<file path="config.mk">
export PLATFORM = sky130hd
export DESIGN_NAME = ctl_reg_guard
export DESIGN_NICKNAME = d
export VERILOG_FILES = /design/src/rtl/ctl_guard_pkg.sv /design/src/rtl/ctl_txn_tracker.sv /design/src/rtl/ctl_prog_timer.sv /design/src/rtl/ctl_unlock_ctl.sv /design/src/rtl/ctl_reg_guard.sv
export SDC_FILE = /design/constraint.sdc
export NUM_CORES = 1
export LEC_CHECK = 0
export BUFFER_PORTS_ARGS = -buffer_cell sky130_fd_sc_hd__buf_2
export CAP_MARGIN = 20
export CORE_ASPECT_RATIO = 2
export CORE_MARGIN = 2
export CORE_UTILIZATION = 50
export CTS_CLUSTER_DIAMETER = 80
export DETAILED_ROUTE_END_ITERATION = 8
export PLACE_DENSITY = 0.81
export SLEW_MARGIN = 10
export SYNTH_ARGS = -nofsm -noshare
export SYNTH_HDL_FRONTEND = slang
export SYNTH_HIERARCHICAL = 1
export SYNTH_SLANG_ARGS = --single-unit
</file>
<file path="constraint.sdc">
create_clock -name clk -period 2.9 [get_ports clk]
set_input_delay 0.145 -clock clk [delete_from_list [all_inputs] [get_ports clk]]
set_output_delay 0.145 -clock clk [all_outputs]
set_load 0.005 [all_outputs]
</file>
<file path="src/rtl/ctl_guard_pkg.sv">
package ctl_guard_pkg;

    localparam int unsigned BYTE_W = 8;
    typedef logic [BYTE_W-1:0] byte_t;

    typedef struct packed {
        logic [1:0] pup;
        logic [1:0] wdog;
        logic       bprot;
    } cfg_t;

    localparam cfg_t CFG_RESET = '{pup: 2'b01, wdog: 2'b11, bprot: 1'b0};

    localparam byte_t ARM_FIRST  = 8'h02;
    localparam byte_t ARM_SECOND = 8'h06;
    localparam logic [2:0] COMMIT_TAG = 3'b001;

    typedef enum logic [1:0] {
        ACT_NONE,
        ACT_ARM_WEL,
        ACT_ARM_RWEL,
        ACT_COMMIT
    } act_e;

    typedef enum logic [1:0] {
        CNT_NONE,
        CNT_ONE,
        CNT_MANY
    } bcount_e;

    function automatic act_e classify(byte_t b, logic wel_q, logic rwel_q);
        act_e a;
        a = ACT_NONE;
        if (rwel_q) begin
            if (b[3:1] == COMMIT_TAG) a = ACT_COMMIT;
        end else if (b == ARM_FIRST) begin
            a = ACT_ARM_WEL;
        end else if (b == ARM_SECOND && wel_q) begin
            a = ACT_ARM_RWEL;
        end
        return a;
    endfunction

    function automatic cfg_t unpack_cfg(byte_t b);
        cfg_t c;
        c.pup   = {b[7], b[0]};
        c.wdog  = b[6:5];
        c.bprot = b[4];
        return c;
    endfunction

endpackage

</file>
<file path="src/rtl/ctl_txn_tracker.sv">
module ctl_txn_tracker
    import ctl_guard_pkg::*;
(
    input  logic  clk,
    input  logic  rst,
    input  logic  busy,
    input  logic  txn_start,
    input  logic  txn_stop,
    input  logic  txn_read,
    input  logic  byte_valid,
    input  byte_t byte_data,
    output logic  ack_valid,
    output logic  ack,
    output logic  done_valid,
    output byte_t done_byte
);

    logic    open_q;
    logic    rd_q;
    logic    rej_q;
    bcount_e cnt_q;
    byte_t   held_q;

    always_ff @(posedge clk) begin
        if (rst) begin
            open_q    <= 1'b0;
            rd_q      <= 1'b0;
            rej_q     <= 1'b0;
            cnt_q     <= CNT_NONE;
            held_q    <= '0;
            ack_valid <= 1'b0;
            ack       <= 1'b0;
        end else begin
            ack_valid <= 1'b0;
            if (txn_start) begin
                open_q <= 1'b1;
                rd_q   <= txn_read;
                rej_q  <= busy;
                cnt_q  <= CNT_NONE;
            end else if (txn_stop) begin
                open_q <= 1'b0;
            end else if (byte_valid && open_q && !rd_q) begin
                ack_valid <= 1'b1;
                ack       <= !rej_q && (cnt_q == CNT_NONE);
                if (cnt_q == CNT_NONE) begin
                    held_q <= byte_data;
                    cnt_q  <= CNT_ONE;
                end else begin
                    cnt_q  <= CNT_MANY;
                end
            end
        end
    end

    assign done_valid = txn_stop && !txn_start && open_q && !rd_q && !rej_q
                        && (cnt_q == CNT_ONE);
    assign done_byte  = held_q;


    ack_follows_byte_chk: assert property (@(posedge clk) disable iff (rst)
        ack_valid |-> $past(byte_valid));


    no_ack_when_busy_chk: assert property (@(posedge clk) disable iff (rst)
        (ack_valid && $past(busy)) |-> !ack);

endmodule

</file>
<file path="src/rtl/ctl_prog_timer.sv">
module ctl_prog_timer #(
    parameter int unsigned PROG_TICKS = 2_000_000
) (
    input  logic clk,
    input  logic rst,
    input  logic launch,
    output logic busy,
    output logic finish
);

    localparam int unsigned CW = $clog2(PROG_TICKS + 1);
    localparam logic [CW-1:0] LOAD = CW'(PROG_TICKS - 1);

    logic [CW-1:0] cnt_q;

    always_ff @(posedge clk) begin
        if (rst) begin
            busy  <= 1'b0;
            cnt_q <= '0;
        end else if (launch && !busy) begin
            busy  <= 1'b1;
            cnt_q <= LOAD;
        end else if (busy) begin
            if (cnt_q == '0) busy <= 1'b0;
            else             cnt_q <= cnt_q - 1'b1;
        end
    end

    assign finish = busy && (cnt_q == '0);


    launch_raises_busy_chk: assert property (@(posedge clk) disable iff (rst)
        launch |=> busy);


    no_launch_while_busy_chk: assert property (@(posedge clk) disable iff (rst)
        launch |-> !busy);

endmodule

</file>
<file path="src/rtl/ctl_unlock_ctl.sv">
module ctl_unlock_ctl
    import ctl_guard_pkg::*;
(
    input  logic  clk,
    input  logic  rst,
    input  logic  done_valid,
    input  byte_t done_byte,
    input  logic  prot_hit,
    input  logic  finish,
    output logic  wel,
    output logic  rwel,
    output cfg_t  cfg,
    output logic  launch
);

    act_e act;

    always_comb begin
        act = ACT_NONE;
        if (done_valid) act = classify(done_byte, wel, rwel);
    end

    assign launch = (act == ACT_COMMIT);

    always_ff @(posedge clk) begin
        if (rst) begin
            wel  <= 1'b0;
            rwel <= 1'b0;
            cfg  <= CFG_RESET;
        end else begin
            if (finish) begin
                wel  <= 1'b0;
                rwel <= 1'b0;
            end else begin
                unique case (act)
                    ACT_ARM_WEL:  wel <= 1'b1;
                    ACT_ARM_RWEL: begin
                        wel  <= 1'b1;
                        rwel <= 1'b1;
                    end
                    ACT_COMMIT:   cfg <= unpack_cfg(done_byte);
                    default: ;
                endcase
            end
            if (prot_hit) rwel <= 1'b0;
        end
    end


    cfg_needs_rwel_chk: assert property (@(posedge clk) disable iff (rst)
        !$stable(cfg) |-> $past(rwel));


    rwel_needs_wel_chk: assert property (@(posedge clk) disable iff (rst)
        $rose(rwel) |-> wel);


    latches_drop_chk: assert property (@(posedge clk) disable iff (rst)
        finish |=> (!wel && !rwel));


    prot_clears_rwel_chk: assert property (@(posedge clk) disable iff (rst)
        prot_hit |=> !rwel);

endmodule

</file>
<file path="src/rtl/ctl_reg_guard.sv">
module ctl_reg_guard
    import ctl_guard_pkg::*;
#(
    parameter int unsigned PROG_TICKS = 2_000_000
) (
    input  logic       clk,
    input  logic       rst,
    input  logic       txn_start,
    input  logic       txn_stop,
    input  logic       txn_read,
    input  logic       byte_valid,
    input  logic [7:0] byte_data,
    input  logic       prot_hit,
    output logic       ack_valid,
    output logic       ack,
    output logic       wel,
    output logic       rwel,
    output logic       busy,
    output logic [1:0] pup_sel,
    output logic [1:0] wdog_sel,
    output logic       bprot
);

    logic  done_valid;
    byte_t done_byte;
    logic  launch;
    logic  finish;
    cfg_t  cfg;

    ctl_txn_tracker u_trk (
        .clk        (clk),
        .rst        (rst),
        .busy       (busy),
        .txn_start  (txn_start),
        .txn_stop   (txn_stop),
        .txn_read   (txn_read),
        .byte_valid (byte_valid),
        .byte_data  (byte_data),
        .ack_valid  (ack_valid),
        .ack        (ack),
        .done_valid (done_valid),
        .done_byte  (done_byte)
    );

    ctl_unlock_ctl u_ulk (
        .clk        (clk),
        .rst        (rst),
        .done_valid (done_valid),
        .done_byte  (done_byte),
        .prot_hit   (prot_hit),
        .finish     (finish),
        .wel        (wel),
        .rwel       (rwel),
        .cfg        (cfg),
        .launch     (launch)
    );

    ctl_prog_timer #(.PROG_TICKS(PROG_TICKS)) u_tmr (
        .clk    (clk),
        .rst    (rst),
        .launch (launch),
        .busy   (busy),
        .finish (finish)
    );

    assign pup_sel  = cfg.pup;
    assign wdog_sel = cfg.wdog;
    assign bprot    = cfg.bprot;


    no_done_while_busy_chk: assert property (@(posedge clk) disable iff (rst)
        done_valid |-> !busy);


    fields_hold_when_idle_chk: assert property (@(posedge clk) disable iff (rst)
        !$stable(cfg) |-> $rose(busy));

endmodule

</file>
**Word level (Yosys, flattened, before mapping)**

Index checks and enable logic that the tools add are counted.
W data, S select, Z words.

- $add $sub $neg: 1
- $mul: 0
- Div/mod/pow operators: 0
- Order comparisons: 0
- Equality and inequality tests: 8
- Shift operators: 0
- Muxes and demuxes: 15
- Bitwise gates (word level): 4
- Reductions and logical operators: 31

Operator list:

| kind | number |
|---|---|
| $mux W21 | 3 |
| $logic_not A21 Y1 | 1 |
| $sub A21 B1 Y21 const B | 1 |
| $mux W2 | 6 |
| $logic_and A1 B1 Y1 | 11 |
| $eq A8 B2 Y1 const B | 1 |
| $eq A8 B3 Y1 const B | 1 |
| $reduce_and A2 Y1 | 4 |
| $reduce_or A2 Y1 | 4 |
| $mux W1 | 6 |
| $reduce_or A3 Y1 | 2 |
| $eq A2 B1 Y1 const B | 2 |
| $eq A2 B2 Y1 const B | 2 |
| $logic_not A1 Y1 | 4 |
| $not A1 Y1 | 4 |
| $reduce_and A4 Y1 | 1 |
| $reduce_bool A2 Y1 | 2 |
| $eq A3 B1 Y1 const B | 1 |
| $reduce_and A3 Y1 | 1 |
| $logic_not A2 Y1 | 1 |
| $ne A2 B1 Y1 const B | 1 |

- Bits in registers: 44
- Latch bits: 0
- Memory bits (writable): 0
- ROM bits: 0
- Bits of input ports: 15
- Memories kept: 0

**Longest topological paths before layout**

Gate-level depths: netlist of run 1.

- Word-level depth: 11
- Depth in mapped cells: 11
- Mapped depth without buffers: 8

**Hierarchy**

The synthesis of run 1 kept the hierarchy.

Modules (own cells, without submodules):

| module | instances | cells an instance | area an instance (sq um) | seq. area each (sq um) |
|---|---|---|---|---|
| ctl_prog_timer | 1 | 134 | 1153.6 | 440.4 |
| ctl_txn_tracker | 1 | 64 | 690.7 | 300.3 |
| ctl_unlock_ctl | 1 | 35 | 334.1 | 140.1 |

**Least setup slack after synthesis of run 1**

OpenSTA, ideal clock, no wires.

- Kind: register to register
- From: register u_trk.rd_q
- To: register u_tmr.cnt_q[11]
- Setup time: 0.124 ns
- Arrival time: 2.141 ns
- Required time: 2.776 ns
- Slack: 0.635 ns
- Cell stages (with the launch flop): 11
- Path buffers: 2
- Clock period less this slack: 2.265 ns
- Cells stage by stage: dfxtp_1 > or3b_4 > nor4_1 > nand2b_1 > o22ai_1 > ha_1 > nand2b_1 > clkbuf_1 > nand2b_1 > buf_1 > nor2_1

- Word-level cells in the longest chain between the ends: 8

RTL lines:

| element | line | RTL |
|---|---|---|
| start, declared | ctl_txn_tracker.sv:19 | `logic rd_q;` |
| start signal, assigned | ctl_txn_tracker.sv:37 | `rd_q <= txn_read;` |
| $logic_not A1 Y1 | ctl_txn_tracker.sv:55 | `assign done_valid = txn_stop && !txn_start && open_q && !rd_q && !rej_q` |
| $logic_and A1 B1 Y1 (2 in a row) | ctl_txn_tracker.sv:55 |  |
| $logic_and A1 B1 Y1 | ctl_txn_tracker.sv:56 | `&& (cnt_q == CNT_ONE);` |
| named net done_valid | ctl_reg_guard.sv:24 | `logic done_valid;` |
| $mux W2 | ctl_unlock_ctl.sv:20 | `if (done_valid) act = classify(done_byte, wel, rwel);` |
| $eq A2 B2 Y1 | ctl_unlock_ctl.sv:23 | `assign launch = (act == ACT_COMMIT);` |
| named net launch | ctl_reg_guard.sv:26 | `logic launch;` |
| $logic_and A1 B1 Y1 | ctl_prog_timer.sv:20 | `end else if (launch && !busy) begin` |
| $reduce_or A2 Y1 (no line) | n/a |  |
| end signal, assigned | ctl_prog_timer.sv:25 | `else cnt_q <= cnt_q - 1'b1;` |
| end, declared | ctl_prog_timer.sv:14 | `logic [CW-1:0] cnt_q;` |

The timed path passes the listed nets, and every way through them passes these cells.
A chain may end at the register's enable or synchronous reset.

**Worst setup path after layout of run 1**

- From: register u_trk.open_q
- To: register u_ulk/cfg[4] (netlist name)

- Word-level cells in the longest chain between the ends: 7

RTL lines:

| element | line | RTL |
|---|---|---|
| start, declared | ctl_txn_tracker.sv:18 | `logic open_q;` |
| start signal, assigned | ctl_txn_tracker.sv:26 | `open_q <= 1'b0;` |
| start signal, assigned | ctl_txn_tracker.sv:36 | `open_q <= 1'b1;` |
| start signal, assigned | ctl_txn_tracker.sv:41 | `open_q <= 1'b0;` |
| $logic_and A1 B1 Y1 (3 in a row) | ctl_txn_tracker.sv:55 |  |
| $logic_and A1 B1 Y1 | ctl_txn_tracker.sv:56 |  |
| named net done_valid | ctl_reg_guard.sv:24 |  |
| $mux W2 | ctl_unlock_ctl.sv:20 |  |
| $eq A2 B2 Y1 | n/a |  |
| named net launch | ctl_reg_guard.sv:26 |  |
| $reduce_and A2 Y1 (no line) | n/a |  |

The timed path passes the listed nets, and every way through them passes these cells.

==> qor.txt, run 1 <==
CLOCK NETWORK
---------------------------------------------------------------------------------------
Master cell of the clock root buffer                                       sky130_fd_sc_hd__clkbuf_8
H-tree depth reported by CTS                                                          2
Number of clock sinks                                                                44
Clock-pin slew on the worst setup and hold paths                                0.08 ns
Maximum number of buffers from clock root to sink                                     2
Clock insertion delay at the later pin of the skew report                       0.30 ns
Inserted Clock Buffers                                                                5
Clock tree from TritonCTS                                                           yes

PLACEMENT
---------------------------------------------------------------------------------------
Cells after DPL                                                                     308
Placer congestion estimate                                                       0.8850
Detail Placement HPWL                                                           3257 µm
Count of buffers from port buffering                                                 24

TIMING
---------------------------------------------------------------------------------------
Sum of negative setup slack                                                        0 ns
Worst slew margin relative to its limit                                          0.4766
Final worst clock skew                                                      0.009415 ns
Hold Vio Cnt, Final                                                                   0
Shortest clock period the worst path allows after layout                       2.474 ns
Final setup vio count                                                                 0
Setup repair after global routing missed its margin                                  no
Peak clock frequency supported by timing                                      404.2 MHz
Slew of the pin with the lowest slew margin                                   0.7792 ns
Final slew viol count                                                                 0
Share of the cycle needed by the critical path after routing                     0.8532

POWER
---------------------------------------------------------------------------------------
VDD IR-drop max                                                             0.0003790 V
Total power draw                                                                1066 µW
Ratio of total power to cell area                                          431.9 nW/µm²
Leakage power                                                              0.0008835 µW

GRT
---------------------------------------------------------------------------------------
GRT Resource Usage Total                                                         0.2070
First-pass GRT wire length                                                      7838 µm
GR Overflow Total                                                                     0
Number of global-route vias before repair                                          1728
Pin count of the biggest net entering global routing                                 46
Number of antenna violations at the first check in global routing                     0

CELLS AND AREA
---------------------------------------------------------------------------------------
Final standard cell utilization of the core                                      0.5803
Filler-free cell count of the finished design                                       316
Number of antenna diodes                                                              0
Final layout net count                                                              281
Ratio of cells with drive above 1 in the final layout                            0.2214
P&R area growth vs syn                                                           13.33%

WORST SETUP PATH
---------------------------------------------------------------------------------------
CP cell instances                                                          or3b_4 -> nor4_1 -> nand2b_1 -> o22ai_1 -> ha_1 -> nor2b_1 -> buf_4 -> mux2i_1 -> nor2_1
Required time worst endpoint                                                    3.06 ns
Worst Setup End Kind                                                               flop
Kind of cell adding the most delay to the critical path                    simple AND/OR/NAND/NOR gates
Crit path largest cell delay                                                    0.42 ns
Cell with the largest stage delay on the worst path                        sky130_fd_sc_hd__or3b_4
Nature of the critical path startpoint                                             flop
Largest driver fanout on the critical path                                            8
Arrival time at the worst endpoint                                              2.64 ns
Worst Reg-to-Reg Cells                                                                9
Worst path buffer plus inverter count                                                 1
Class of the most critical setup path                                      flop to flop
Number of cells on the critical path                                                  9

SYNTH
---------------------------------------------------------------------------------------
Largest family of logic cells by synthesized area                          simple AND/OR/NAND/NOR gates
Gate count of the mapped netlist                                                    233
Flops & latches, synth                                                               44
Number of warnings issued by yosys                                                    6
Adder-Cell Fraction of Synth Area                                               0.02298
Netlist area before placement                                                  2178 µm²
Average size of a mapped cell                                                 9.349 µm²
Post-Synthesis Net Count                                                            252
Mux cell area share after synthesis                                             0.05974
Proportion of synthesized flip-flops having asynchronous set or reset                 0
Post-synthesis compound-gate area fraction                                       0.1109
Number of flops mapped to enable cells by yosys                                       0
Most used flip-flop cell after synthesis                                   sky130_fd_sc_hd__dfxtp_1
Parity-gate share of the synthesized area counting xor and xnor cells           0.06433
Simple-gate share of the synthesized area                                        0.3067
Sequential element share of the synthesized area                                 0.4044
Cell variety after synth                                                             43

JOB
---------------------------------------------------------------------------------------
Reported max-cap violation count                                                      0

DIE
---------------------------------------------------------------------------------------
Top Ports                                                                            25
Area of the die                                                                4932 µm²
Horizontal die dimension                                                       50.67 µm
Effective utilization at floorplan                                               0.5121
Die height                                                                     97.35 µm
Placeable core area                                                            4254 µm²
# rows                                                                               34

STATUS
---------------------------------------------------------------------------------------
Run status                                                                 complete, no violations

DETAILED ROUTING
---------------------------------------------------------------------------------------
Detailed Routing Iterations Pass 1                                                    4
Post-DR vias/cell                                                                 5.655
Number of antenna-violating nets in the routed design                                 0
Number of vias after detailed routing                                              1787
Routed Wire Length                                                              4613 µm
Number of violations reported at the end of detailed-routing iteration 0             35
Post-route DRC violation count                                                        0
Wire length per cell after detailed routing                                    14.60 µm

WORST HOLD PATH
---------------------------------------------------------------------------------------
Depth of the worst hold-timing path                                                   3
Classification of the worst-slack hold path                                input port to flop

-- final cells by class --
class	count	area (µm²)
fillers	394	1785
multi-input cells	175	1230
flip-flops and latches	44	880.8
repair buffers	31	175.2
clock buffers	7	96.34
well taps	54	67.56
inverters	5	18.77
-- cell usage in the layout, fill, tap and decap left out, types with 2 or more instances in the layout --
| cell | Yosys | final |
|---|---|---|
| sky130_fd_sc_hd__dfxtp_1 | 44 | 44 |
| sky130_fd_sc_hd__nor2_1 | 25 | 25 |
| sky130_fd_sc_hd__buf_2 | 0 | 24 |
| sky130_fd_sc_hd__a21oi_1 | 15 | 15 |
| sky130_fd_sc_hd__mux2i_1 | 13 | 13 |
| sky130_fd_sc_hd__or2b_2 | 13 | 13 |
| sky130_fd_sc_hd__nor3_1 | 12 | 12 |
| sky130_fd_sc_hd__nor4_1 | 8 | 8 |
| sky130_fd_sc_hd__xor2_1 | 8 | 8 |
| sky130_fd_sc_hd__a211oi_1 | 8 | 8 |
| sky130_fd_sc_hd__xnor2_1 | 8 | 8 |
| sky130_fd_sc_hd__clkbuf_8 | 0 | 7 |
| sky130_fd_sc_hd__nand2b_1 | 7 | 7 |
| sky130_fd_sc_hd__nand2_1 | 7 | 7 |
| sky130_fd_sc_hd__nor2b_1 | 7 | 7 |
| sky130_fd_sc_hd__nand3_1 | 6 | 6 |
| sky130_fd_sc_hd__buf_4 | 2 | 6 |
| sky130_fd_sc_hd__inv_1 | 5 | 5 |
| sky130_fd_sc_hd__nand4_1 | 5 | 5 |
| sky130_fd_sc_hd__nor4b_1 | 4 | 4 |
| sky130_fd_sc_hd__ha_1 | 4 | 4 |
| sky130_fd_sc_hd__a211o_1 | 3 | 3 |
| sky130_fd_sc_hd__or2_2 | 2 | 2 |
| sky130_fd_sc_hd__o2111ai_1 | 2 | 2 |
-- through the flow --
step,setup slack (ns),area [µm²],hold WS (ns)
final,0.4257,2469,0.1000
after global routing,0.2513,2469,0.1216
after CTS,0.4446,2469,0.1010
after detailed placement,0.4752,2362,0.3132
after global placement,0.5646,2362,0.3221
after floorplan,0.6353,2178,0.2174
-- flip-flops by register name, summed over array words and instances (netlist names), 2 cells and up --
signal,count
u_tmr/cnt_q,21
u_trk/done_byte,8
u_ulk/cfg,5
u_trk/cnt_q,2
-- worst paths after layout --
path                                     endpoint  slack (ns)                      start
hold / removal    u_trk/done_byte[0]$_SDFFE_PP0P_        0.10               byte_data[0]
hold reg to reg            u_ulk/wel$_SDFFE_PP0P_        0.50     u_ulk/wel$_SDFFE_PP0P_
setup reg to reg        u_ulk/cfg[4]$_SDFFE_PP0P_        0.43  u_trk/open_q$_SDFFE_PP0P_
setup / recovery        u_ulk/cfg[4]$_SDFFE_PP0P_        0.43  u_trk/open_q$_SDFFE_PP0P_
-- worst register-to-register path, delay by kind of cell, from the launching register on --
kind                       cells  cell delay, ns
adders and majority gates      1            0.22
muxes                          1            0.22
buffers and inverters          1            0.17
DFF                            1            0.35
AOI/OAI and AO/OA              1            0.24
and+or+nand+nor                5            1.12
-- power breakdown --
part,internal (µW),switching (µW),leakage [µW],total (µW)
Sequential,607,3.04,0.000355,611
Clock,212,200,0.0000503,412
Combinational,20.7,22.7,0.000478,43.4
-- per-layer routing --
metal	vias to the layer above	wire length, µm	global-route usage
met2	32	2387	0.3462
met4	0	74	0.08524
met3	6	133	0.04154
li1	892	-	-
met5	-	0	0
met1	857	2016	0.2522
-- cell families (layout without fill, tap and decap cells) --
| kind of cell | count (synthesis) | count (layout) |
|---|---|---|
| AO/OA/AOI/OAI | 34 | 34 |
| XOR/XNOR | 16 | 16 |
| adder cells (fa/ha/maj) | 4 | 4 |
| buffers and inverters | 14 | 43 |
| flip-flops | 44 | 44 |
| multiplexers | 13 | 13 |
| AND/OR/NAND/NOR | 108 | 108 |
-- repair_timing --
action / in CTS / in global routing
endpoints found under the hold margin: 1 / 0
buffers inserted: 0 / 0
resized for setup: 0 / 0
hold buffers: 1 / 0
-- Yosys cell counts, types with 6 or more instances --
master / instances / area, µm²
sky130_fd_sc_hd__nor2b_1: 7 / 43.79
sky130_fd_sc_hd__mux2i_1: 13 / 130.1
sky130_fd_sc_hd__nor2_1: 25 / 93.84
sky130_fd_sc_hd__xnor2_1: 8 / 70.07
sky130_fd_sc_hd__xor2_1: 8 / 70.07
sky130_fd_sc_hd__nand2_1: 7 / 26.28
sky130_fd_sc_hd__nor3_1: 12 / 60.06
sky130_fd_sc_hd__a211oi_1: 8 / 60.06
sky130_fd_sc_hd__dfxtp_1: 44 / 880.8
sky130_fd_sc_hd__nand3_1: 6 / 30.03
sky130_fd_sc_hd__nor4_1: 8 / 50.05
sky130_fd_sc_hd__or2b_2: 13 / 113.9
sky130_fd_sc_hd__a21oi_1: 15 / 75.07
sky130_fd_sc_hd__nand2b_1: 7 / 43.79
Power figures use the tool's default switching activity.
==> run 2: changes to the inputs <==
--- a/config.mk
+++ b/config.mk
@@ -5,14 +5,14 @@
 export SDC_FILE = /design/constraint.sdc
 export NUM_CORES = 1
 export LEC_CHECK = 0
-export BUFFER_PORTS_ARGS = -buffer_cell sky130_fd_sc_hd__buf_2
 export CAP_MARGIN = 20
 export CORE_ASPECT_RATIO = 2
 export CORE_MARGIN = 2
 export CORE_UTILIZATION = 50
 export CTS_CLUSTER_DIAMETER = 80
 export DETAILED_ROUTE_END_ITERATION = 8
-export PLACE_DENSITY = 0.81
+export DONT_BUFFER_PORTS = 1
+export PLACE_DENSITY = 0.76
 export SLEW_MARGIN = 10
 export SYNTH_ARGS = -nofsm -noshare
 export SYNTH_HDL_FRONTEND = slang
==> constraint.sdc (replaced) <==
create_clock -name clk -period 2.9 [get_ports clk]
set_input_delay 0.29 -clock clk [delete_from_list [all_inputs] [get_ports clk]]
set_output_delay 0.29 -clock clk [all_outputs]
set_load 0.005 [all_outputs]
==> run 2 against run 1 <==
Total power increased by 4.0%. Critical path type unchanged. Final area is 4.2% lower. Core utilization down 2.4 points. Die area stayed put. Hold slack lost 0.059 ns. Sequential share of layout area grew 1.5 points. Global-route usage shrank 0.79 points. Count of clock-buffer cells in the layout is 2 lower. Critical path depth unchanged. First-iteration DRC count fell by 5.7%. Setup slack worse by 0.032 ns.
==> qor.txt, run 2 (synthesis results as in run 1) <==
DETAILED ROUTING
---------------------------------------------------------------------------------------
Detailed Routing Iterations Pass 1                                                    4
Wire length per cell after detailed routing                                    15.12 µm
Routed Wire Length                                                              4429 µm
Number of vias after detailed routing                                              1692
Post-route DRC violation count                                                        0
Number of antenna-violating nets in the routed design                                 0
Number of violations reported at the end of detailed-routing iteration 0             33
Post-DR vias/cell                                                                 5.775

POWER
---------------------------------------------------------------------------------------
Leakage power                                                              0.0007918 µW
Relative contribution of the clock network to total power                         0.429
VDD IR-drop max                                                             0.0004425 V
Total power draw                                                                1108 µW
Net switching fraction of the power                                              0.2059
Seq pwr share                                                                     0.551
Internal power                                                                 880.0 µW
Total net switching power                                                      228.2 µW
Ratio of total power to cell area                                          468.4 nW/µm²
Part of the power in combinational logic                                          0.020

CELLS AND AREA
---------------------------------------------------------------------------------------
P&R area growth vs syn                                                           8.616%
Post-route design area                                                         2366 µm²
Filler-free cell count of the finished design                                       293
Ratio of cells with drive above 1 in the final layout                            0.1506
Biggest register                                                            u_tmr/cnt_q
Largest register FFs                                                                 21
Fillcell total                                                                      405
Leading cell type in the layout, fill and taps excluded                    sky130_fd_sc_hd__dfxtp_1
Most frequent cells in the layout                                          sky130_fd_sc_hd__dfxtp_1 (44), sky130_fd_sc_hd__nor2_1 (25), sky130_fd_sc_hd__a21oi_1 (15), sky130_fd_sc_hd__mux2i_1 (13), sky130_fd_sc_hd__or2b_2 (13)
Number of antenna diodes                                                              0
Final layout net count                                                              257

PLACEMENT
---------------------------------------------------------------------------------------
Cells after DPL                                                                     285
Instance area at placement                                                     2250 µm²
Placer congestion estimate                                                       0.8536
Count of buffers from port buffering                                                  0
Detail Placement HPWL                                                           3216 µm

STATUS
---------------------------------------------------------------------------------------
Run status                                                                 complete, no violations

CLOCK NETWORK
---------------------------------------------------------------------------------------
Number of clock sinks                                                                44
Maximum number of buffers from clock root to sink                                     2
Clock-pin slew on the worst setup and hold paths                                0.09 ns
Inserted Clock Buffers                                                                5
Clock insertion delay at the later pin of the skew report                       0.31 ns
Post-CTS setup buffer count                                                           0
H-tree depth reported by CTS                                                          2
Master cell of the clock root buffer                                       sky130_fd_sc_hd__clkbuf_8
Post-cts hold buffer count                                                            0
Clock tree from TritonCTS                                                           yes
Count of instances resized after the clock tree is built                              0

WORST SETUP PATH
---------------------------------------------------------------------------------------
Endpoint of the worst register-to-register path                            u_ulk/cfg[1]$_SDFFE_PP1P_
Flop-to-flop setup slack                                                        0.39 ns
Worst Reg-to-Reg Cells                                                                9
Arrival time at the worst endpoint                                              2.70 ns
Reg-to-Reg Start                                                           u_trk/open_q$_SDFFE_PP0P_
Kind of cell adding the most delay to the critical path                    simple AND/OR/NAND/NOR gates
Worst Setup End Kind                                                               flop
Largest driver fanout on the critical path                                            8
Most frequent CP cell                                                      sky130_fd_sc_hd__nor2b_1
Required time worst endpoint                                                    3.10 ns
Worst path buffer plus inverter count                                                 1
Class of the most critical setup path                                      flop to flop
Cell with the largest stage delay on the worst path                        sky130_fd_sc_hd__or3b_4
Nature of the critical path startpoint                                             flop
CP cell instances                                                          or3b_4 -> nor4_1 -> nand2b_1 -> o22ai_1 -> ha_1 -> nor2b_1 -> buf_4 -> nor2b_1 -> a211o_1
Crit path largest cell delay                                                    0.41 ns

TIMING
---------------------------------------------------------------------------------------
Final worst clock skew                                                       0.01187 ns
Setup repair after global routing missed its margin                                  no
Final setup vio count                                                                 0
Share of the cycle needed by the critical path after routing                     0.8643
Tightest hold margin                                                         0.04098 ns
Final slew viol count                                                                 0
Peak clock frequency supported by timing                                      399.0 MHz
Worst slew margin relative to its limit                                          0.5220
Shortest clock period the worst path allows after layout                       2.506 ns
Sum of negative setup slack                                                        0 ns
Slew of the pin with the lowest slew margin                                   0.7116 ns
Hold Vio Cnt, Final                                                                   0

DIE
---------------------------------------------------------------------------------------
Placeable core area                                                            4254 µm²
Die height                                                                     97.35 µm
Horizontal die dimension                                                       50.67 µm
Area of the die                                                                4932 µm²
# rows                                                                               34
Effective utilization at floorplan                                               0.5121
Top Ports                                                                            25

GRT
---------------------------------------------------------------------------------------
Pin count of the biggest net entering global routing                                 46
GRT Resource Usage Total                                                         0.1991
Number of global-route vias before repair                                          1682
Number of antenna violations at the first check in global routing                     0
First-pass GRT wire length                                                      7734 µm
GR Overflow Total                                                                     0

WORST HOLD PATH
---------------------------------------------------------------------------------------
Classification of the worst-slack hold path                                input port to flop
Hold path endpoint                                                         u_trk/ack_valid$_SDFF_PP0_
Worst min-delay path startpoint                                               txn_start
Depth of the worst hold-timing path                                                   1

JOB
---------------------------------------------------------------------------------------
Reported max-cap violation count                                                      0

[run 2: area by class of cell]
class | instances | area (µm²) | area share
clock inverters | 3 | 47.55 | 0.02010
flip-flops and latches | 44 | 880.8 | 0.3723
multi-input cells | 175 | 1230 | 0.5198
well taps | 54 | 67.56 | 0.02856
clock buffers | 5 | 68.82 | 0.02909
inverters | 5 | 18.77 | 0.007932
repair buffers | 7 | 52.55 | 0.02221
[run 2: worst max path at each step]
stage	from	to	slack (ns)	cells past startpoint
after floorplan	txn_start	u_tmr/cnt_q[11]$_SDFFE_PP0P_	0.55	11
after global placement	u_trk/rd_q$_SDFFE_PP0P_	u_ulk/cfg[2]$_SDFFE_PP1P_	0.56	9
after detailed placement	u_trk/open_q$_SDFFE_PP0P_	u_ulk/cfg[3]$_SDFFE_PP1P_	0.46	9
after CTS	u_trk/open_q$_SDFFE_PP0P_	u_ulk/cfg[4]$_SDFFE_PP0P_	0.41	9
after global routing	u_trk/open_q$_SDFFE_PP0P_	u_tmr/cnt_q[4]$_SDFFE_PP0P_	0.25	8
final	u_trk/open_q$_SDFFE_PP0P_	u_ulk/cfg[1]$_SDFFE_PP1P_	0.39	9
[run 2: power by group through the flow]
stage	combinational [µW]	clock [µW]	sequential (µW)
6_report	22.5	475	610
5_1_grt	25.0	509	611
4_1_cts	22.7	487	610
3_5_place_dp	22.6	0	625
3_3_place_gp	21.7	0	624
2_1_floorplan	27.6	0	624
[run 2: metrics by stage]
stage | setup WS (ns) | utilization
global route | 0.2452 | 0.5562
floorplan | 0.5534 | -
global placement | 0.5603 | 0.5288
CTS | 0.4139 | 0.5562
detailed placement | 0.4574 | 0.5288
finish | 0.3935 | 0.5562
[run 2: worst reg2reg max path, cell delays in order (launching register included)]
cell and delay (ns):
sky130_fd_sc_hd__dfxtp_1 0.36, sky130_fd_sc_hd__or3b_4 0.42, sky130_fd_sc_hd__nor4_1 0.34, sky130_fd_sc_hd__nand2b_1 0.16
sky130_fd_sc_hd__o22ai_1 0.27, sky130_fd_sc_hd__ha_1 0.23, sky130_fd_sc_hd__nor2b_1 0.14, sky130_fd_sc_hd__buf_4 0.17
sky130_fd_sc_hd__nor2b_1 0.06, sky130_fd_sc_hd__a211o_1 0.26
[run 2: per-layer routing]
metal  vias to the layer above  wire length (µm)  part of all wire  global-route usage
li1                        843                 -                 -                   -
met1                       810              1916              0.43              0.2547
met2                        33              2227              0.50              0.3168
met3                         6               219             0.049             0.05538
met4                         0                65             0.015             0.06861
met5                         -                 0                 0                   0
==> run 3: changes to the inputs <==
--- a/config.mk
+++ b/config.mk
@@ -9,6 +9,7 @@
 export CORE_ASPECT_RATIO = 2
 export CORE_MARGIN = 2
 export CORE_UTILIZATION = 50
+export CTS_BUF_LIST = sky130_fd_sc_hd__clkbuf_2
 export CTS_CLUSTER_DIAMETER = 80
 export DETAILED_ROUTE_END_ITERATION = 8
 export DONT_BUFFER_PORTS = 1
==> run 3 against run 2 <==
Non-clock buffer count increased by 8. Sequential share of layout area shrank 0.71 points. Critical endpoint is now u_tmr/cnt_q[0]$_SDFFE_PP0P_. Setup slack got worse by 0.034 ns. Count of clock-buffer cells in the layout stayed put. Total power decreased by 8.6%.
==> qor.txt, run 3 (synthesis results as in run 1) <==
STATUS
---------------------------------------------------------------------------------------
Run status                                                                 complete, no violations

CLOCK NETWORK
---------------------------------------------------------------------------------------
Clock insertion delay at the later pin of the skew report                       0.45 ns
Count of instances resized after the clock tree is built                              0
Number of clock sinks                                                                44
Post-cts hold buffer count                                                            8
H-tree depth reported by CTS                                                          2
Maximum number of buffers from clock root to sink                                     2
Clock-pin slew on the worst setup and hold paths                                0.25 ns
Post-CTS setup buffer count                                                           0
Clock tree from TritonCTS                                                           yes
Master cell of the clock root buffer                                       sky130_fd_sc_hd__clkbuf_2
Inserted Clock Buffers                                                                5

POWER
---------------------------------------------------------------------------------------
VDD IR-drop max                                                             0.0004670 V
Ratio of total power to cell area                                          419.9 nW/µm²
Leakage power                                                              0.0008153 µW

DETAILED ROUTING
---------------------------------------------------------------------------------------
Detailed route wirelength on metal2                                             2328 µm
Detailed Routing Iterations Pass 1                                                    4
Length of routed wiring on met1                                                 1999 µm
Number of violations reported at the end of detailed-routing iteration 0             40
Highest signal layer in the routed design                                          met4
Number of vias after detailed routing                                              1754
Number of antenna-violating nets in the routed design                                 0
Routed Wire Length                                                              4655 µm
Post-route DRC violation count                                                        0
Wire length per cell after detailed routing                                    15.47 µm
Post-DR vias/cell                                                                 5.827
Total met3 wirelength after detailed routing                                     226 µm

CELLS AND AREA
---------------------------------------------------------------------------------------
Number of antenna diodes                                                              0
Fillcell total                                                                      395
Final layout net count                                                              265
Biggest register                                                            u_tmr/cnt_q
Largest register FFs                                                                 21
Ratio of cells with drive above 1 in the final layout                            0.1498
Most frequent cells in the layout                                          sky130_fd_sc_hd__dfxtp_1 (44), sky130_fd_sc_hd__nor2_1 (25), sky130_fd_sc_hd__a21oi_1 (15), sky130_fd_sc_hd__mux2i_1 (13), sky130_fd_sc_hd__or2b_2 (13)
P&R area growth vs syn                                                           10.74%
Leading cell type in the layout, fill and taps excluded                    sky130_fd_sc_hd__dfxtp_1

PLACEMENT
---------------------------------------------------------------------------------------
Placer congestion estimate                                                       0.8536
Pre-CTS setup slack                                                           0.4574 ns
Count of buffers from port buffering                                                  0
Detail Placement HPWL                                                           3216 µm

TIMING
---------------------------------------------------------------------------------------
Peak clock frequency supported by timing                                      393.6 MHz
Final slew viol count                                                                 0
Setup repair after global routing missed its margin                                  no
Final setup vio count                                                                 0
Shortest clock period the worst path allows after layout                       2.541 ns
Slew of the pin with the lowest slew margin                                   0.7065 ns
Hold Vio Cnt, Final                                                                   0
Sum of negative setup slack                                                        0 ns
Worst slew margin relative to its limit                                          0.5168
Share of the cycle needed by the critical path after routing                     0.8761
Final worst slack                                                             0.3594 ns
Final worst clock skew                                                       0.03514 ns

WORST SETUP PATH
---------------------------------------------------------------------------------------
Class of the most critical setup path                                      flop to flop
Flop-to-flop setup slack                                                        0.36 ns
Largest driver fanout on the critical path                                            5
Required time worst endpoint                                                    3.25 ns
Endpoint of the worst register-to-register path                            u_tmr/cnt_q[0]$_SDFFE_PP0P_
Arrival time at the worst endpoint                                              2.89 ns
Reg-to-Reg Start                                                           u_trk/rd_q$_SDFFE_PP0P_
Worst Setup End Kind                                                               flop
Worst Reg-to-Reg Cells                                                                8
Nature of the critical path startpoint                                             flop

WORST HOLD PATH
---------------------------------------------------------------------------------------
Worst min-delay path startpoint                                                     rst
Classification of the worst-slack hold path                                input port to flop
Depth of the worst hold-timing path                                                   2
Hold path endpoint                                                         u_trk/done_byte[0]$_SDFFE_PP0P_

DIE
---------------------------------------------------------------------------------------
Die height                                                                     97.35 µm
Placeable core area                                                            4254 µm²
Top Ports                                                                            25
# rows                                                                               34
Effective utilization at floorplan                                               0.5121
Horizontal die dimension                                                       50.67 µm
Area of the die                                                                4932 µm²

GRT
---------------------------------------------------------------------------------------
GR Overflow Total                                                                     0
Number of global-route vias before repair                                          1776
First-pass GRT wire length                                                      8017 µm
Pin count of the biggest net entering global routing                                 42
GRT Resource Usage Total                                                         0.2073
Number of antenna violations at the first check in global routing                     0

JOB
---------------------------------------------------------------------------------------
Reported max-cap violation count                                                      0

## run 3: cell types whose count changed in the layout (fill, tap and decap cells not counted), sizes merged
| cell | change |
|---|---|
| dlygate4sd3 | +7 |
| buf | +1 |
## run 3: layout make-up
type,instances,area (µm²),area share
multi-input combinational,175,1230,0.5099
sequential,44,880.8,0.3651
timing repair buffer,15,142.6,0.05913
tap,54,67.56,0.02801
clock inverter,3,47.55,0.01971
clock buffer,5,25.02,0.01037
inverter,5,18.77,0.007780
## run 3: worst max path at each step
stage | start | to | cells after the start
global route | u_trk/open_q$_SDFFE_PP0P_ | u_tmr/cnt_q[4]$_SDFFE_PP0P_ | 8
CTS | u_trk/open_q$_SDFFE_PP0P_ | u_tmr/cnt_q[0]$_SDFFE_PP0P_ | 8
detailed placement | u_trk/open_q$_SDFFE_PP0P_ | u_ulk/cfg[3]$_SDFFE_PP1P_ | 9
floorplan | txn_start | u_tmr/cnt_q[11]$_SDFFE_PP0P_ | 11
global placement | u_trk/rd_q$_SDFFE_PP0P_ | u_ulk/cfg[2]$_SDFFE_PP1P_ | 9
finish | u_trk/rd_q$_SDFFE_PP0P_ | u_tmr/cnt_q[0]$_SDFFE_PP0P_ | 8
## run 3: through the flow
stage / util / hold WS, ns / cell area, µm² / std cells / total power (µW)
5_1_grt: 0.5671 / 0.005870 / 2412 / 301 / 1048
3_5_place_dp: 0.5288 / 0.3646 / 2250 / 285 / 647.2
2_1_floorplan: - / 0.3624 / 2178 / 233 / 651.4
3_3_place_gp: 0.5288 / 0.3630 / 2250 / 285 / 646.1
4_1_cts: 0.5671 / 0.0006062 / 2412 / 301 / 1028
6_report: 0.5671 / 0.02572 / 2412 / 301 / 1013
## run 3: power breakdown
group	total, µW	internal (µW)	leakage, µW	switching [µW]
Sequential	613	610	0.000355	3.17
Combinational	42.3	22.2	0.000417	20.1
Clock	357	149	0.0000431	208
## run 3: critical path, stage by stage, from the launching register on
cell                       delay [ns]
sky130_fd_sc_hd__dfxtp_1         0.40
sky130_fd_sc_hd__or3b_4          0.43
sky130_fd_sc_hd__nor4_1          0.33
sky130_fd_sc_hd__nand2b_1        0.15
sky130_fd_sc_hd__o22ai_1         0.26
sky130_fd_sc_hd__ha_1            0.23
sky130_fd_sc_hd__nor2b_1         0.31
sky130_fd_sc_hd__nor3_1          0.09
sky130_fd_sc_hd__a211oi_1        0.24
## run 3: per-layer routing
metal  global-route usage  vias to the layer above
li1                     -                      865
met1               0.2552                      832
met2               0.3340                       46
met5                    0                        -
met4              0.08524                        0
met3              0.05692                       11
